==> config.mk <==
export PLATFORM = sky130hd
export DESIGN_NAME = cm_fill_engine
export DESIGN_NICKNAME = d
export VERILOG_FILES = /design/src/rtl/cm_fill_pkg.sv /design/src/rtl/cm_fill_lfsr.sv /design/src/rtl/cm_fill_merge.sv /design/src/rtl/cm_fill_seq.sv /design/src/rtl/cm_fill_engine.sv
export SDC_FILE = /design/constraint.sdc
export NUM_CORES = 1
export LEC_CHECK = 0
export ABC_AREA = 1
export BUFFER_PORTS_ARGS = -buffer_cell sky130_fd_sc_hd__buf_2
export CAP_MARGIN = 20
export CORE_ASPECT_RATIO = 1.75
export CORE_MARGIN = 3
export CORE_UTILIZATION = 47
export CTS_CLUSTER_SIZE = 24
export DETAILED_ROUTE_END_ITERATION = 10
export GPL_TIMING_DRIVEN = 0
export PLACE_DENSITY = 0.75
export SLEW_MARGIN = 40
export SYNTH_ARGS = -nofsm -noshare
export SYNTH_HDL_FRONTEND = slang
export SYNTH_HIERARCHICAL = 1
export SYNTH_SLANG_ARGS = --single-unit
==> constraint.sdc <==
create_clock -name clk_i -period 1.6 [get_ports clk_i]
set_input_delay 0.08 -clock clk_i [delete_from_list [all_inputs] [get_ports clk_i]]
set_output_delay 0.08 -clock clk_i [all_outputs]
set_load 0.005 [all_outputs]
==> src/rtl/cm_fill_pkg.sv <==
package cm_fill_pkg;
  typedef enum logic [1:0] {
    ST_IDLE = 2'd0,
    ST_RD   = 2'd1,
    ST_WR   = 2'd2
  } fill_st_e;

  localparam logic [31:0] LFSR_TAPS_32 = 32'h8020_0003;
endpackage

==> src/rtl/cm_fill_lfsr.sv <==
module cm_fill_lfsr #(
  parameter int          W    = 32,
  parameter logic [W-1:0] TAPS = W'(32'h8020_0003)
) (
  input  logic         clk_i,
  input  logic         rst_ni,
  input  logic         load_i,
  input  logic [W-1:0] seed_i,
  input  logic         adv_i,
  output logic [W-1:0] state_o
);
  logic [W-1:0] state_q, state_nxt;

  always_comb begin
    state_nxt = state_q >> 1;
    if (state_q[0]) state_nxt = state_nxt ^ TAPS;
  end

  always_ff @(posedge clk_i or negedge rst_ni) begin
    if (!rst_ni)     state_q <= '0;
    else if (load_i) state_q <= seed_i;
    else if (adv_i)  state_q <= state_nxt;
  end

  assign state_o = state_q;


  lfsr_hold_chk: assert property (@(posedge clk_i) disable iff (!rst_ni)
    (!load_i && !adv_i) |=> $stable(state_q));

  lfsr_nonzero_chk: assert property (@(posedge clk_i) disable iff (!rst_ni)
    (adv_i && !load_i && state_q != '0) |=> state_q != '0);
endmodule

==> src/rtl/cm_fill_merge.sv <==
module cm_fill_merge #(
  parameter int W = 32
) (
  input  logic [W-1:0] prn_i,
  input  logic [W-1:0] old_i,
  input  logic [W-1:0] or_i,
  input  logic [W-1:0] and_i,
  input  logic [W-1:0] bit_en_i,
  output logic [W-1:0] word_o
);
  for (genvar b = 0; b < W; b++) begin : g_bit
    logic shaped;
    assign shaped    = (prn_i[b] | or_i[b]) & and_i[b];
    assign word_o[b] = bit_en_i[b] ? shaped : old_i[b];
  end

  always_comb begin

    keep_bits_chk: assert (((word_o ^ old_i) & ~bit_en_i) == '0);

    and_wins_chk: assert ((word_o & ~and_i & bit_en_i) == '0);
  end
endmodule

==> src/rtl/cm_fill_seq.sv <==
module cm_fill_seq
  import cm_fill_pkg::*;
#(
  parameter int AW = 10
) (
  input  logic          clk_i,
  input  logic          rst_ni,
  input  logic          enable_i,
  input  logic [AW-1:0] start_i,
  input  logic [AW-1:0] end_i,
  output logic          load_o,
  output logic          adv_o,
  output logic          req_o,
  output logic          we_o,
  output logic [AW-1:0] addr_o,
  output logic          busy_o,
  output logic          done_o
);
  fill_st_e      st_q;
  logic          en_q, done_q, last;
  logic [AW-1:0] addr_q, lo_q, hi_q;
  logic          rise, go;

  assign rise = enable_i & ~en_q;
  // empty window is swallowed here: no state change, done stays high
  assign go   = rise && (st_q == ST_IDLE) && (end_i >= start_i);
  assign last = (addr_q == hi_q);

  always_ff @(posedge clk_i or negedge rst_ni) begin
    if (!rst_ni) en_q <= 1'b0;
    else         en_q <= enable_i;
  end

  always_ff @(posedge clk_i or negedge rst_ni) begin
    if (!rst_ni) begin
      st_q   <= ST_IDLE;
      addr_q <= '0;
      lo_q   <= '0;
      hi_q   <= '0;
      done_q <= 1'b1;
    end else begin
      unique case (st_q)
        ST_IDLE: if (go) begin
          st_q   <= ST_RD;
          addr_q <= start_i;
          lo_q   <= start_i;
          hi_q   <= end_i;
          done_q <= 1'b0;
        end
        ST_RD: st_q <= ST_WR;
        ST_WR: begin
          if (last) begin
            st_q   <= ST_IDLE;
            done_q <= 1'b1;
          end else begin
            st_q   <= ST_RD;
            addr_q <= AW'(addr_q + 1'b1);
          end
        end
        default: st_q <= ST_IDLE;
      endcase
    end
  end

  assign load_o = go;
  assign adv_o  = (st_q == ST_WR) && !last;
  assign req_o  = (st_q != ST_IDLE);
  assign we_o   = (st_q == ST_WR);
  assign addr_o = addr_q;
  assign busy_o = (st_q != ST_IDLE);
  assign done_o = done_q;


  rmw_order_chk: assert property (@(posedge clk_i) disable iff (!rst_ni)
    we_o |-> ($past(req_o && !we_o) && addr_o == $past(addr_o)));

  win_bound_chk: assert property (@(posedge clk_i) disable iff (!rst_ni)
    we_o |-> (addr_o >= lo_q && addr_o <= hi_q));

  ascend_chk: assert property (@(posedge clk_i) disable iff (!rst_ni)
    (we_o && !last) |=> ##1 (we_o && addr_o == AW'($past(addr_o, 2) + 1'b1)));

  done_busy_chk: assert property (@(posedge clk_i) disable iff (!rst_ni)
    busy_o |-> !done_o);

  start_edge_chk: assert property (@(posedge clk_i) disable iff (!rst_ni)
    $rose(busy_o) |-> $past(enable_i));
endmodule

==> src/rtl/cm_fill_engine.sv <==
module cm_fill_engine
  import cm_fill_pkg::*;
#(
  parameter int          ADDR_W = 10,
  parameter int          DATA_W = 32,
  parameter logic [DATA_W-1:0] TAPS = DATA_W'(LFSR_TAPS_32)
) (
  input  logic              clk_i,
  input  logic              rst_ni,
  input  logic              enable_i,
  input  logic [ADDR_W-1:0] start_addr_i,
  input  logic [ADDR_W-1:0] end_addr_i,
  input  logic [DATA_W-1:0] seed_i,
  input  logic [DATA_W-1:0] bit_en_i,
  input  logic [DATA_W-1:0] or_mask_i,
  input  logic [DATA_W-1:0] and_mask_i,
  output logic              busy_o,
  output logic              done_o,
  output logic              mem_req_o,
  output logic              mem_we_o,
  output logic [ADDR_W-1:0] mem_addr_o,
  output logic [DATA_W-1:0] mem_wdata_o,
  input  logic [DATA_W-1:0] mem_rdata_i
);
  logic              load, adv;
  logic [DATA_W-1:0] prn, or_q, and_q, ben_q;

  always_ff @(posedge clk_i or negedge rst_ni) begin
    if (!rst_ni) begin
      or_q  <= '0;
      and_q <= '0;
      ben_q <= '0;
    end else if (load) begin
      or_q  <= or_mask_i;
      and_q <= and_mask_i;
      ben_q <= bit_en_i;
    end
  end

  cm_fill_seq #(.AW(ADDR_W)) i_seq (
    .clk_i    (clk_i),
    .rst_ni   (rst_ni),
    .enable_i (enable_i),
    .start_i  (start_addr_i),
    .end_i    (end_addr_i),
    .load_o   (load),
    .adv_o    (adv),
    .req_o    (mem_req_o),
    .we_o     (mem_we_o),
    .addr_o   (mem_addr_o),
    .busy_o   (busy_o),
    .done_o   (done_o)
  );

  cm_fill_lfsr #(.W(DATA_W), .TAPS(TAPS)) i_lfsr (
    .clk_i   (clk_i),
    .rst_ni  (rst_ni),
    .load_i  (load),
    .seed_i  (seed_i),
    .adv_i   (adv),
    .state_o (prn)
  );

  cm_fill_merge #(.W(DATA_W)) i_merge (
    .prn_i    (prn),
    .old_i    (mem_rdata_i),
    .or_i     (or_q),
    .and_i    (and_q),
    .bit_en_i (ben_q),
    .word_o   (mem_wdata_o)
  );


  quiet_idle_chk: assert property (@(posedge clk_i) disable iff (!rst_ni)
    done_o |-> !mem_req_o);
endmodule

After elaboration in Yosys (flattened, before gate mapping)
Cells that the tools add are included.
{"block": "word_totals", "regBits": 152, "output_inout_bits": 46, "elab_cells": 139}
{"block": "op_classes", "add_sub_neg": 1, "magnitude_cmp": 1, "n_eq_ne": 6, "muxes": 44, "bitwise_logic": 67, "n_reduce_logical": 11}
{"op": "2-to-1 mux 32 bit", "n": 3}
{"op": "2-to-1 mux 1 bit", "n": 35}
{"op": "AND 1 bit", "n": 33}
{"op": "bitwise OR 1 bit", "n": 32}
{"op": "2-to-1 mux 10 bit", "n": 2}
{"op": "one-hot mux 10 bit (2 select lines)", "n": 1}
{"op": "adder 10 x 1 -> 10 bit (second input constant)", "n": 1}
{"op": "== test 10 bit", "n": 1}
{"op": "greater-or-equal comparator 10 bit", "n": 1}
{"op": "one-hot mux 2 bit (3 select lines)", "n": 1}
{"op": "AND reduction 3 bit", "n": 2}
{"op": "nonzero test 2 bit", "n": 3}
{"op": "inequality test 2 x 1 -> 1 bit (second input constant)", "n": 2}
{"op": "NOT 3 -> 4 bit", "n": 1}
{"op": "logical AND 1 bit", "n": 3}
{"op": "== test 2 x 1 -> 1 bit (second input constant)", "n": 1}
{"op": "== test 2 bit (second input constant)", "n": 1}
{"op": "zero test 2 bit", "n": 1}
{"op": "2-to-1 mux 2 bit", "n": 1}
{"op": "inequality test 2 bit (second input constant)", "n": 1}
{"op": "one-hot mux 1 bit (2 select lines)", "n": 1}
{"op": "AND reduction 2 bit", "n": 1}
{"op": "zero test 1 bit", "n": 1}
{"op": "NOT 1 bit", "n": 1}

Depth between registers and ports, before layout
{"block": "logic_depth", "ltp_word": 6, "ltp_mapped": 16}

Cells and area by module
Netlist, hierarchy kept.
{"mod": "cm_fill_engine", "instances": 1, "cells_each": 406, "area_per_inst_um2": 3629.7, "seq_area_each_um2": 2402.3}
{"mod": "cm_fill_seq", "instances": 1, "cells_each": 239, "area_per_inst_um2": 1669.1, "seq_area_each_um2": 601.8}
{"mod": "cm_fill_lfsr", "instances": 1, "cells_each": 186, "area_per_inst_um2": 1455.1, "seq_area_each_um2": 800.8}
{"mod": "cm_fill_merge", "instances": 1, "cells_each": 288, "area_per_inst_um2": 1158.6, "seq_area_each_um2": 0.0}

Worst setup path after synthesis
Ideal clock, no wire load.
{"block": "synth_path", "path_kind": "reg-to-reg", "from": "register i_seq.st_q[1]", "to": "register and_q[21]", "setup_time_ps": 116, "arrival_ps": 1554, "setup_slack_ps": -71, "path_stages_with_launch": 12, "n_path_buf": 3, "period_less_slack_ps": 1671, "path_cell_list": "dfrtp_1 inv_1 nand2_1 nor3b_1 nand2_2 inv_2 buf_4 inv_4 buf_6 buf_4 nand2_1 nand2_1"}
{"block": "synth_between", "elab_chain_len": 3}
{"element": "start: declaration", "line_no": "cm_fill_seq.sv:19", "rtl": "fill_st_e st_q;"}
{"element": "start signal: assignment", "line_no": "cm_fill_seq.sv:36", "rtl": "st_q <= ST_IDLE;"}
{"element": "start signal: assignment", "line_no": "cm_fill_seq.sv:44", "rtl": "st_q <= ST_RD;"}
{"element": "start signal: assignment", "line_no": "cm_fill_seq.sv:50", "rtl": "ST_RD: st_q <= ST_WR;"}
{"element": "zero test 2 bit", "line_no": "cm_fill_seq.sv:26", "rtl": "assign go = rise && (st_q == ST_IDLE) && (end_i >= start_i);"}
{"element": "logical AND 1 bit (2 in series)", "line_no": "cm_fill_seq.sv:26"}
{"element": "named net load", "line_no": "cm_fill_engine.sv:25", "rtl": "logic load, adv;"}
{"element": "end signal: assignment", "line_no": "cm_fill_engine.sv:35", "rtl": "and_q <= and_mask_i;"}
{"element": "end: declaration", "line_no": "cm_fill_engine.sv:26", "rtl": "logic [DATA_W-1:0] prn, or_q, and_q, ben_q;"}
The timed path passes the listed nets, and every way through them passes these cells.
A chain may end at the register's enable or synchronous reset.

Final worst setup path
{"block": "layout_path", "from": "register i_seq.addr_q[3], in the netlist i_seq/addr_o[3]", "to": "register i_lfsr.state_q[17], in the netlist i_lfsr/state_o[17]"}
{"block": "layout_between", "elab_chain_len": 4}
{"element": "start: declaration", "line_no": "cm_fill_seq.sv:21", "rtl": "logic [AW-1:0] addr_q, lo_q, hi_q;"}
{"element": "start signal: assignment", "line_no": "cm_fill_seq.sv:45", "rtl": "addr_q <= start_i;"}
{"element": "start signal: assignment", "line_no": "cm_fill_seq.sv:57", "rtl": "addr_q <= AW'(addr_q + 1'b1);"}
{"element": "== test 10 bit", "line_no": "cm_fill_seq.sv:27", "rtl": "assign last = (addr_q == hi_q);"}
{"element": "zero test 1 bit", "line_no": "cm_fill_seq.sv:66", "rtl": "assign adv_o = (st_q == ST_WR) && !last;"}
{"element": "logical AND 1 bit", "line_no": "cm_fill_seq.sv:66"}
{"element": "named net adv", "line_no": "cm_fill_engine.sv:25"}
{"element": "nonzero test 2 bit (no source line)"}
{"element": "end signal: assignment", "line_no": "cm_fill_lfsr.sv:21", "rtl": "else if (load_i) state_q <= seed_i;"}
{"element": "end signal: assignment", "line_no": "cm_fill_lfsr.sv:22", "rtl": "else if (adv_i) state_q <= state_nxt;"}
{"element": "end: declaration", "line_no": "cm_fill_lfsr.sv:12", "rtl": "logic [W-1:0] state_q, state_nxt;"}
The timed path passes the listed nets, and every way through them passes these cells.

==> results.cfg <==
[clock_tree]
cts_tree = yes
htree_levels = 4
cts_sinks = 152
cts_buffer_depth = 2
clock_latency_ns = 0.41
clk_transition_reported_paths_ns = 0.07
numCtsBuffers = 17
cts.root.buffer_cell = clkbuf_16

[run_status]
outcome = finished, violations left
violations = setup timing

[sta]
finalCriticalPeriod_ns = 1.79
finalMaxSlewViolations = 0
hold_viol_final = 0
rsz0062_at_grt = yes
setup_viol_count_final = 124
worstMarginPinSlew_ns = 0.384
finalClockSkew_ns = 0.0125
whs_ns = 0.0474
relSlewSlack_pct = 74.4
fin_crit_sh_pct = 112
setup_slack_ns = -0.194
fmax_mhz = 557

[grt]
grt_max_degree = 73
antenna_found_initial = 2
gr-usage-met2_pct = 56.9
grt_pass1_vias = 9325
grt_pass1_wl_mm = 43.9
grt_util_met1_pct = 30.0
top_usage_layer = met2
grt_usage_pct = 30.0
grt_overflow = 0
use_met3_pct = 4.66

[synthesis]
synth.cell_area_sq_mm = 0.00791
synth_edf_count = 0
async_flop_share_pct = 100
synthCells = 1119
yosys_warnings = 6
syn-num-nets = 1313
yosys_most_used_dff = dfrtp_1
synth_cell_types = 30
synth_seq_cells = 152
synth_area_per_cell_sq_um = 7.07
yosysSeqAreaShare_pct = 48.1

[final_layout]
instances_no_fill = 1797
drive_above_1_share_pct = 33.4
final_cell_area_sq_mm = 0.0130
num-nets-final = 1753
utilization_pct = 79.2
nFillCells = 1032
syn2layout_area_growth_pct = 64.6

[run]
max-cap-violations = 0

[drt]
drtIter0Drc = 680
vias_per_cell = 5.08
routed_wl_mm = 31.4
wl_per_cell_um = 17.5
drc_errors = 0
vias = 9136
firstDrtPassIters = 5
drt.antenna.violating_nets = 0

[setup_path]
reg2reg_slack_ns = -0.19
cp_data_arrival_time_ns = 2.14
worstSetupStartpointType = flip-flop
critical-path-max-stage-delay_ns = 0.41
cp-end-kind = flip-flop
path_cells = inv_2 -> nand2_2 -> nand2_1 -> nand2_1 -> nor2_2 -> nand3_2 -> nand2_2 -> buf_6 -> inv_4 -> nor2_4 -> buf_6 -> buf_16 -> nand2_4 -> nand3_2
path_class = flip-flop to flip-flop
crit_required_ns = 1.95
cp_max_fo = 5
cpMaxStageDelayCell = dfrtp_1

[placed_design]
hpwl_mm = 16.9
io_buffers = 228
place_area_sq_mm = 0.00942
placed_cells = 1573
finalWeightedCongestion = 0.954

[floorplanning]
initial_utilization_pct = 48.1
core-area_sq_mm = 0.0164
die_w_um = 104
ios = 229
die_h_um = 178
die_area_sq_mm = 0.0185
rows = 62

[power_and_ir_drop]
ir_drop_v = 0.000994
powerDensity_mw_per_mm2 = 1600
leakagePower_nw = 7.54
report.power.total_mw = 20.9

[min_path]
hp-class = input port to flip-flop
-- Yosys cell counts (all sizes together), types with 2 or more instances --
master,instances,share of area (%)
nand3b,2,0.19
nor2,13,0.87
xnor2,4,0.54
inv,170,8.1
nand4,2,0.16
ha,11,1.7
clkbuf,2,0.095
o21ai,10,0.63
nand3,57,3.7
nand2,647,32
dfrtp,151,48
o21bai,2,0.19
a21oi,5,0.32
xor2,2,0.22
buf,36,3.0
-- logic make-up after synthesis --
| kind of cell | Yosys count | share of synthesized area [%] |
|---|---|---|
| adder cells (fa/ha/maj) | 11 | 1.74 |
| AND/OR/NAND/NOR | 724 | 37.0 |
| XOR/XNOR | 6 | 0.759 |
| flip-flops | 152 | 48.1 |
| buffers and inverters | 208 | 11.2 |
| AO/OA/AOI/OAI | 18 | 1.23 |
-- state kept, by name, summed over array words and instances, names as in the netlist, 2 cells and up --
name            flops
and_q              32
ben_q              32
i_lfsr/state_o     32
i_seq/addr_o       10
i_seq/hi_q         10
i_seq/st_q          2
or_q               32
-- layer usage --
metal  wire, um  share of wire (%)  up-vias
li1           -                  -     4168
met1      10400                 33     4303
met2      17100                 54      500
met3       1750                5.5      165
met4       2200                7.0        0
met5          0                  0        -
-- stage by stage --
step / worst slack, ns / setup TNS, ns
floorplan: -0.00675 / -0.272
global placement: -1.85 / -324.24
detailed placement: -0.533 / -47.89
CTS: -0.173 / -11.58
global route: -0.267 / -21.18
finish: -0.194 / -12.88
-- critical path: cells and delay by family, from the launching register on --
family / cells / cell delay (ns)
flip-flops: 1 / 0.41
AND/OR/NAND/NOR: 9 / 0.74
buffers and inverters: 5 / 0.56
-- cells in the final DEF (no fill, tap or decap), types with 3 or more instances in the layout --
cell,Yosys,layout
buf_2,18,227
dlygate4sd3_1,0,144
buf_4,14,30
buf_6,4,11
xnor2_1,3,3
clkinv_4,0,3
nor2_4,2,3
diode_2,0,3
nand3_2,1,26
inv_2,3,5
buf_8,0,12
o21ai_0,9,9
nand2_2,34,95
ha_1,11,10
nand2_1,613,524
buf_16,0,4
clkbuf_16,0,28
bufinv_16,0,6
dfrtp_1,151,144
nor2_2,2,5
inv_1,166,162
nand3_1,56,31
nor2_1,9,5
nand2_4,0,28
buf_12,0,16
dfrtp_2,0,7
a21oi_2,0,3
-- repair_timing --
item,CTS,global route
hold buffers,144,0
gates resized for setup,94,172
pin swaps,27,45
endpoints found under the hold margin,294,0
endpoints found under the setup margin,130,150
buffers inserted,23,14
cloned,4,11
-- worst paths after layout --
path                                 endpoint  depth (start not counted)             from
min in group asynchronous            ben_q[7]                          2           rst_ni
hold reg to reg                 i_seq/st_q[1]                          1    i_seq/st_q[1]
hold / removal                i_seq/addr_o[3]                          5  start_addr_i[3]
setup / recovery           i_lfsr/state_o[17]                         14  i_seq/addr_o[3]
max in group asynchronous        i_seq/done_o                          3           rst_ni
setup reg to reg           i_lfsr/state_o[17]                         14  i_seq/addr_o[3]
-- power breakdown --
part	leakage [nW]	internal, mW	total, mW	switching (mW)
clock network	0.324	2.97	4.61	1.64
logic	5.32	4.06	8.92	4.86
registers	1.90	5.72	7.34	1.62
total	7.54	12.8	20.9	8.11
-- cell type report --
cell class,instances,area [sq um],share of cell area [%]
Sequential cell,152,3810,29.3
Multi-Input combinational cell,759,3760,28.9
Timing Repair Buffer,424,3340,25.7
Inverter,170,662,5.08
Buffer,35,494,3.80
Clock buffer,19,443,3.40
Tap cell,224,280,2.15
Clock inverter,11,220,1.69
Antenna cell,3,7.51,0.0577
Power figures use the tool's default switching activity.
